## src/rtl/astrm_pkg.sv

```systemverilog
package astrm_pkg;
  localparam int REG_W     = 32;
  localparam int STS_N     = 3;
  localparam int STS_LSB   = 26;
  localparam int FRDY_BIT  = 29;
  localparam int SRST_BIT  = 0;
  localparam int RUN_BIT   = 1;
  localparam int IE_LSB    = 2;
  localparam int ROUTE_LSB = 16;
  localparam int SNUM_W    = 4;
  localparam int STRIPE_W  = 2;
  localparam logic [REG_W-1:0] RST_WORD = 32'h0004_0000;

  // flag index inside the status vector
  localparam int ST_BUF  = 0;
  localparam int ST_FIFO = 1;
  localparam int ST_DESC = 2;

  typedef struct packed {
    logic [SNUM_W-1:0]   num;
    logic                dir;
    logic                pri;
    logic [STRIPE_W-1:0] stripe;
  } route_t;

  localparam int ROUTE_W = $bits(route_t);
endpackage

```

## src/rtl/astrm_ctl_bank.sv

```systemverilog
module astrm_ctl_bank
  import astrm_pkg::*;
(
  input  logic               clk,
  input  logic               rst_n,
  input  logic               wr_ctl,
  input  logic [7:0]         ctl_wdata,
  input  logic               wr_route,
  input  logic [ROUTE_W-1:0] route_wdata,
  input  logic               stop_req,
  output logic               srst_d,
  output logic               srst_q,
  output logic               run_q,
  output logic [STS_N-1:0]   ie_q,
  output route_t             route_q
);
  logic             run_d;
  logic [STS_N-1:0] ie_d;

  always_comb begin
    srst_d = wr_ctl ? ctl_wdata[SRST_BIT] : srst_q;
    run_d  = wr_ctl ? ctl_wdata[RUN_BIT]  : run_q;
    ie_d   = wr_ctl ? ctl_wdata[IE_LSB +: STS_N] : ie_q;
    if (srst_d || stop_req) run_d = 1'b0;
  end

  always_ff @(posedge clk or negedge rst_n) begin
    if (!rst_n) begin
      srst_q  <= RST_WORD[SRST_BIT];
      run_q   <= RST_WORD[RUN_BIT];
      ie_q    <= RST_WORD[IE_LSB +: STS_N];
      route_q <= route_t'(RST_WORD[ROUTE_LSB +: ROUTE_W]);
    end else begin
      srst_q <= srst_d;
      run_q  <= run_d;
      ie_q   <= ie_d;
      if (wr_route) route_q <= route_t'(route_wdata);
    end
  end


  desc_stop_chk: assert property (@(posedge clk) disable iff (!rst_n)
    stop_req |=> !run_q);


  srst_run_chk: assert property (@(posedge clk) disable iff (!rst_n)
    srst_q |-> !run_q);
endmodule

```

## src/rtl/astrm_sts_bank.sv

```systemverilog
module astrm_sts_bank #(
  parameter int N = 3
) (
  input  logic         clk,
  input  logic         rst_n,
  input  logic [N-1:0] set,
  input  logic [N-1:0] clr,
  input  logic         hold,
  output logic [N-1:0] sts_q
);
  for (genvar i = 0; i < N; i++) begin : g_flag
    always_ff @(posedge clk or negedge rst_n) begin
      if (!rst_n)      sts_q[i] <= 1'b0;
      else if (hold)   sts_q[i] <= 1'b0;
      else if (set[i]) sts_q[i] <= 1'b1;
      else if (clr[i]) sts_q[i] <= 1'b0;
    end


    set_wins_chk: assert property (@(posedge clk) disable iff (!rst_n)
      (set[i] && !hold) |=> sts_q[i]);


    sticky_hold_chk: assert property (@(posedge clk) disable iff (!rst_n)
      (sts_q[i] && !clr[i] && !hold) |=> sts_q[i]);


    hold_clr_chk: assert property (@(posedge clk) disable iff (!rst_n)
      hold |=> !sts_q[i]);
  end
endmodule

```

## src/rtl/astrm_ctl_reg.sv

```systemverilog
module astrm_ctl_reg
  import astrm_pkg::*;
(
  input  logic                clk,
  input  logic                rst_n,
  input  logic                reg_wr,
  input  logic [3:0]          reg_be,
  input  logic [REG_W-1:0]    reg_wdata,
  output logic [REG_W-1:0]    reg_rdata,
  input  logic                evt_desc_err,
  input  logic                evt_underrun,
  input  logic                evt_buf_done,
  input  logic                evt_buf_ioc,
  input  logic                fifo_level_ok,
  output logic                stream_run,
  output logic                stream_rst,
  output logic [SNUM_W-1:0]   stream_num,
  output logic                stream_dir,
  output logic                traffic_pri,
  output logic [STRIPE_W-1:0] stripe_ctl,
  output logic                tx_suppress,
  output logic                irq
);
  logic             srst_d, srst_q, run_q, frdy_q;
  logic [STS_N-1:0] ie_q, sts_set, sts_clr, sts_q;
  route_t           route_q;
  logic             unused_ok;

  assign unused_ok = ^{reg_be[1], reg_wdata[31:29], reg_wdata[25:24],
                       reg_wdata[15:8], reg_wdata[7:5]};

  assign sts_set[ST_BUF]  = evt_buf_done && evt_buf_ioc;
  assign sts_set[ST_FIFO] = evt_underrun;
  assign sts_set[ST_DESC] = evt_desc_err;
  assign sts_clr = (reg_wr && reg_be[3]) ? reg_wdata[STS_LSB +: STS_N] : '0;

  astrm_ctl_bank u_ctl (
    .clk         (clk),
    .rst_n       (rst_n),
    .wr_ctl      (reg_wr && reg_be[0]),
    .ctl_wdata   (reg_wdata[7:0]),
    .wr_route    (reg_wr && reg_be[2]),
    .route_wdata (reg_wdata[ROUTE_LSB +: ROUTE_W]),
    .stop_req    (evt_desc_err),
    .srst_d      (srst_d),
    .srst_q      (srst_q),
    .run_q       (run_q),
    .ie_q        (ie_q),
    .route_q     (route_q)
  );

  astrm_sts_bank #(.N(STS_N)) u_sts (
    .clk   (clk),
    .rst_n (rst_n),
    .set   (sts_set),
    .clr   (sts_clr),
    .hold  (srst_d),
    .sts_q (sts_q)
  );

  always_ff @(posedge clk or negedge rst_n) begin
    if (!rst_n) frdy_q <= 1'b0;
    else        frdy_q <= fifo_level_ok;
  end

  always_comb begin
    reg_rdata = '0;
    reg_rdata[SRST_BIT]                 = srst_q;
    reg_rdata[RUN_BIT]                  = run_q;
    reg_rdata[IE_LSB +: STS_N]          = ie_q;
    reg_rdata[ROUTE_LSB +: ROUTE_W]     = route_q;
    reg_rdata[STS_LSB +: STS_N]         = sts_q;
    reg_rdata[FRDY_BIT]                 = frdy_q;
  end

  assign stream_run  = run_q;
  assign stream_rst  = srst_q;
  assign stream_num  = route_q.num;
  assign stream_dir  = route_q.dir;
  assign traffic_pri = route_q.pri;
  assign stripe_ctl  = route_q.stripe;
  assign tx_suppress = evt_underrun || !run_q;
  assign irq         = |(sts_q & ie_q);


  frdy_follow_chk: assert property (@(posedge clk) disable iff (!rst_n)
    1'b1 |=> reg_rdata[FRDY_BIT] == $past(fifo_level_ok));


  cmpl_gate_chk: assert property (@(posedge clk) disable iff (!rst_n)
    (!sts_q[ST_BUF] && !(evt_buf_done && evt_buf_ioc)) |=> !sts_q[ST_BUF]);
endmodule

```

## config.mk

```make
export PLATFORM = sky130hd
export DESIGN_NAME = astrm_ctl_reg
export DESIGN_NICKNAME = d
export VERILOG_FILES = /design/src/rtl/astrm_pkg.sv /design/src/rtl/astrm_ctl_bank.sv /design/src/rtl/astrm_sts_bank.sv /design/src/rtl/astrm_ctl_reg.sv
export SDC_FILE = /design/constraint.sdc
export NUM_CORES = 1
export LEC_CHECK = 0
export ABC_AREA = 1
export BUFFER_PORTS_ARGS = -buffer_cell sky130_fd_sc_hd__buf_2
export CELL_PAD_IN_SITES_DETAIL_PLACEMENT = 1
export CELL_PAD_IN_SITES_GLOBAL_PLACEMENT = 2
export CORE_ASPECT_RATIO = 1.75
export CORE_MARGIN = 2
export CORE_UTILIZATION = 17
export CTS_CLUSTER_DIAMETER = 60
export DETAILED_ROUTE_END_ITERATION = 10
export GPL_TIMING_DRIVEN = 0
export PLACE_DENSITY_LB_ADDON = 0.1
export SLEW_MARGIN = 20
export SYNTH_ARGS = -nofsm -noshare
export SYNTH_HDL_FRONTEND = slang
export SYNTH_SLANG_ARGS = --single-unit
```

## constraint.sdc

```tcl
create_clock -name clk -period 1.03 [get_ports clk]
set_input_delay 0.206 -clock clk [delete_from_list [all_inputs] [get_ports clk]]
set_output_delay 0.206 -clock clk [all_outputs]
set_load 0.02 [all_outputs]
```

After elaboration in Yosys (flattened, before gate mapping) --
Cells that the tools add are included.
Storage, ports and cells: flip-flop bits (word level) 17, logic and storage cells 37
Operators by class: muxes and demuxes 13, reduce and logical (&&, ||, !) cells 12, bitwise gates (word level) 1
Operators with widths (number):
- $mux W1 | 12
- $reduce_bool A3 Y1 | 3
- $logic_and A1 B1 Y1 | 4
- $and A3 B3 Y3 | 1
- $mux W3 | 1
- $reduce_or A3 Y1 | 1
- $logic_or A1 B1 Y1 | 2
- $reduce_bool A2 Y1 | 1
- $logic_not A1 Y1 | 1

Depth between registers and ports, before layout --
depth after elaboration 5, depth in mapped cells 5, gate-level depth less buffers 4

Cells and area by module --
A second synthesis with hierarchy kept.
Second synthesis, totals: cell total of the unflattened synthesis 121, area total of the unflattened synthesis 939.7 um^2
Modules (own cells, without submodules):
- astrm_ctl_bank | cells each 59, area an instance 516.7 um^2, times used 1
- astrm_ctl_reg | cells each 47, area an instance 299.0 um^2, times used 1
- astrm_sts_bank | cells each 15, area an instance 123.9 um^2, times used 1

Least setup slack after synthesis --
No wires, ideal clock.
path kind flip-flop to output port, start register u_ctl.route_q[2] (netlist name), end output port reg_rdata[18], cell stages (with the launch flop) 2, setup slack 0.093 ns, data arrival time 0.731 ns, cells stage by stage dfstp_2 -> buf_4
RTL lines:
- end, declared | RTL line astrm_ctl_reg.sv:9 | output logic [REG_W-1:0] reg_rdata,
No word-level cell between the ends.

Worst setup path after layout --
start register u_ctl.route_q[2] (netlist name), end output port reg_rdata[18]
No word-level cell between the ends.

==> impl_metrics.py <==
metrics = {
    "outcome": {
        "status": "finished with violations",
        "violations": "setup timing",
    },
    "detailed_routing": {
        "final_antenna_net_count": 0,
        "totalWireLength_um": 2770,
        "via_per_inst": 3.88,
        "wl_per_cell_um": 11.6,
        "dr.pass1.iters": 4,
        "route.detailed.drc": 0,
        "vias": 928,
        "drtIter0Drc": 22,
    },
    "yosys": {
        "synth_cells": 107,
        "synth_edf_count": 0,
        "synth_area_leader_cell": "dfrtp_1",
        "ys.flop_type": "dfrtp_1",
        "yosysMostFrequentCell": "nand2_1",
        "synth_adder_area_share_pct": 0,
        "synth_top_area_share_pct": 43.0,
        "synth_common_cells": "nand2_1, buf_4, nand3_1, dfrtp_1",
        "synth_xor_area_share_pct": 0,
        "synth.distinct_cells": 12,
        "avgSynthCellArea_um2": 8.70,
        "muxShareOfSynthArea_pct": 0,
        "ys_warn_count": 0,
        "async_flop_share_pct": 100,
        "synth-simple-area-share_pct": 26.1,
        "synthTopCellsByArea": "dfrtp_1, buf_4, nand2_1, nand3_1, nand2_4",
        "synth_compound_gate_area_share_pct": 3.36,
        "synth_seq_area_share_pct": 45.8,
        "synth_top_family_by_area": "simple AND/OR/NAND/NOR gates",
        "syn_area_um2": 931,
        "ys_ff_latch": 17,
    },
    "die": {
        "die_area_um2": 6110,
        "core_area_um2": 5260,
        "initial_core_util_pct": 17.7,
        "die_h_um": 102,
        "num_rows": 35,
        "dieWidth_um": 59.9,
        "io_pins": 88,
    },
    "hold_path": {
        "min_path_type": "in -> reg",
        "hold_depth": 1,
    },
    "critical_path": {
        "reg2regPathDepth": 4,
        "required_ns": 0.82,
        "path_class": "reg -> out",
        "start_kind": "register",
        "cp.arrival_ns": 0.99,
        "cp-end-kind": "primary output",
        "cp_max_fo": 3,
    },
    "cells_and_area": {
        "seqCellArea_um2": 429,
        "nets": 229,
        "fin_cells": 239,
        "multi_input_area_um2": 340,
        "drive_gt1_share_pct": 55.4,
        "area_growth_pct": 77.0,
        "nFillCells": 630,
        "post-route-util_pct": 31.4,
        "final_cell_area_um2": 1650,
        "antenna_cells": 0,
    },
    "global_route": {
        "grt_max_degree": 18,
        "grt_pass1_wl_um": 4480,
        "antenna_found_initial": 0,
        "grt_usage_pct": 9.65,
        "grt_overflow": 0,
        "grt_pass1_vias": 948,
    },
    "placement": {
        "pre_cts_slack_ns": 0.0708,
        "dp.final_hpwl_um": 2220,
        "dpl_cell_area_um2": 1320,
        "place.gp.congestion": 0.719,
        "dp_cells": 229,
        "portBuffers": 53,
    },
    "timing": {
        "period_share_pct": 117,
        "drv_slew": 0,
        "whs_ns": 0.0551,
        "max_freq_mhz": 833,
        "rsz0062_at_grt": "true",
        "worst_slack_ns": -0.171,
        "finalHoldViolations": 0,
        "setup_violations": 20,
        "finalWorstPathRequiredPeriod_ns": 1.20,
        "clock-skew-final_ns": 0.000992,
    },
    "pwr": {
        "power_density_nw_per_um2": 1410,
        "peakVddDrop_mv": 0.617,
        "leakagePower_uw": 0.000912,
    },
    "cts": {
        "clock_latency_ns": 0.25,
        "root_buffer": "clkbuf_8",
        "ctsLongestPathBuffers": 2,
        "clkSinkCount": 17,
        "clkSlewWorstSetupHoldPaths_ns": 0.07,
        "htree_levels": 1,
        "tritoncts": "done",
        "cts_buffers": 3,
    },
    "job": {
        "drv_cap": 0,
    },
}
[final timing paths]
| path | from | to | slack [ns] |
|---|---|---|---|
| min in group asynchronous | rst_n | u_ctl.route_q[0] | 0.41 |
| max in group asynchronous | rst_n | u_ctl.route_q[2] | 0.29 |
| setup / recovery | u_ctl.route_q[2] | reg_rdata[18] | -0.17 |
| setup reg to reg | u_ctl.srst_q | u_ctl.run_q | 0.14 |
| hold reg to reg | u_ctl.route_q[2] | u_ctl.route_q[2] | 0.49 |
| hold / removal | fifo_level_ok | frdy_q | 0.06 |
[cells in the final DEF, fill, tap and decap left out, drive strengths merged]
cell type	netlist	final
nor2	1	1
dfrtp	16	16
nand2	35	35
inv	3	3
o21ai	1	1
conb	1	15
dlygate4sd3	0	1
clkbuf	0	4
buf	29	87
a21oi	3	3
dfstp	1	1
nand3	17	17
[worst max-delay path: stages, from the launching register on]
cell and delay (ns):
dfstp_2 0.55, buf_6 0.09, buf_6 0.10
[logic make-up after synthesis]
family,Yosys count
buf+inv,32
other cells,1
flops,17
simple gates,53
compound gates,4
[repair_timing]
item	4_1_cts	5_1_grt
endpoints found under the setup margin	23	28
cloned	0	0
setup buffers	2	4
hold buffers	1	0
pin swaps	3	1
gates resized for setup	53	21
endpoints found under the hold margin	16	0
[metrics by stage]
step	power [uW]	setup TNS [ns]
after floorplan	1300	0
after global placement	1540	0
after detailed placement	1540	0
after CTS	2270	-1.72
after global routing	2480	-2.52
final	2330	-1.70
[report_power, final]
part | total, uW | switching (uW) | internal (uW) | leakage (uW)
clock | 511 | 237 | 275 | 0.0000228
combinational | 978 | 461 | 517 | 0.000684
sequential | 838 | 83.8 | 754 | 0.000206
[cell type report]
cell class | count | area share (%)
buffer | 28 | 14.9
clock buffer | 4 | 2.73
inverter | 3 | 0.683
multi-input combinational | 72 | 20.7
sequential | 17 | 26.0
tap | 55 | 4.18
timing repair buffer | 60 | 30.8
[state kept, by name (all words and copies together) (netlist names)]
register       cells
frdy_q             1
u_ctl.srst_q       1
u_ctl.run_q        1
u_sts.sts_q        3
u_ctl.ie_q         3
u_ctl.route_q      8
[per-layer routing]
layer / track usage, % / wire length, um / vias to the layer above
li1: - / - / 450
met5: 0 / 0 / -
met4: 3.59 / 42 / 0
met2: 17.3 / 1500 / 50
met1: 10.7 / 1010 / 423
met3: 2.15 / 219 / 5
Note: power is estimated with default switching activity, not from simulation.
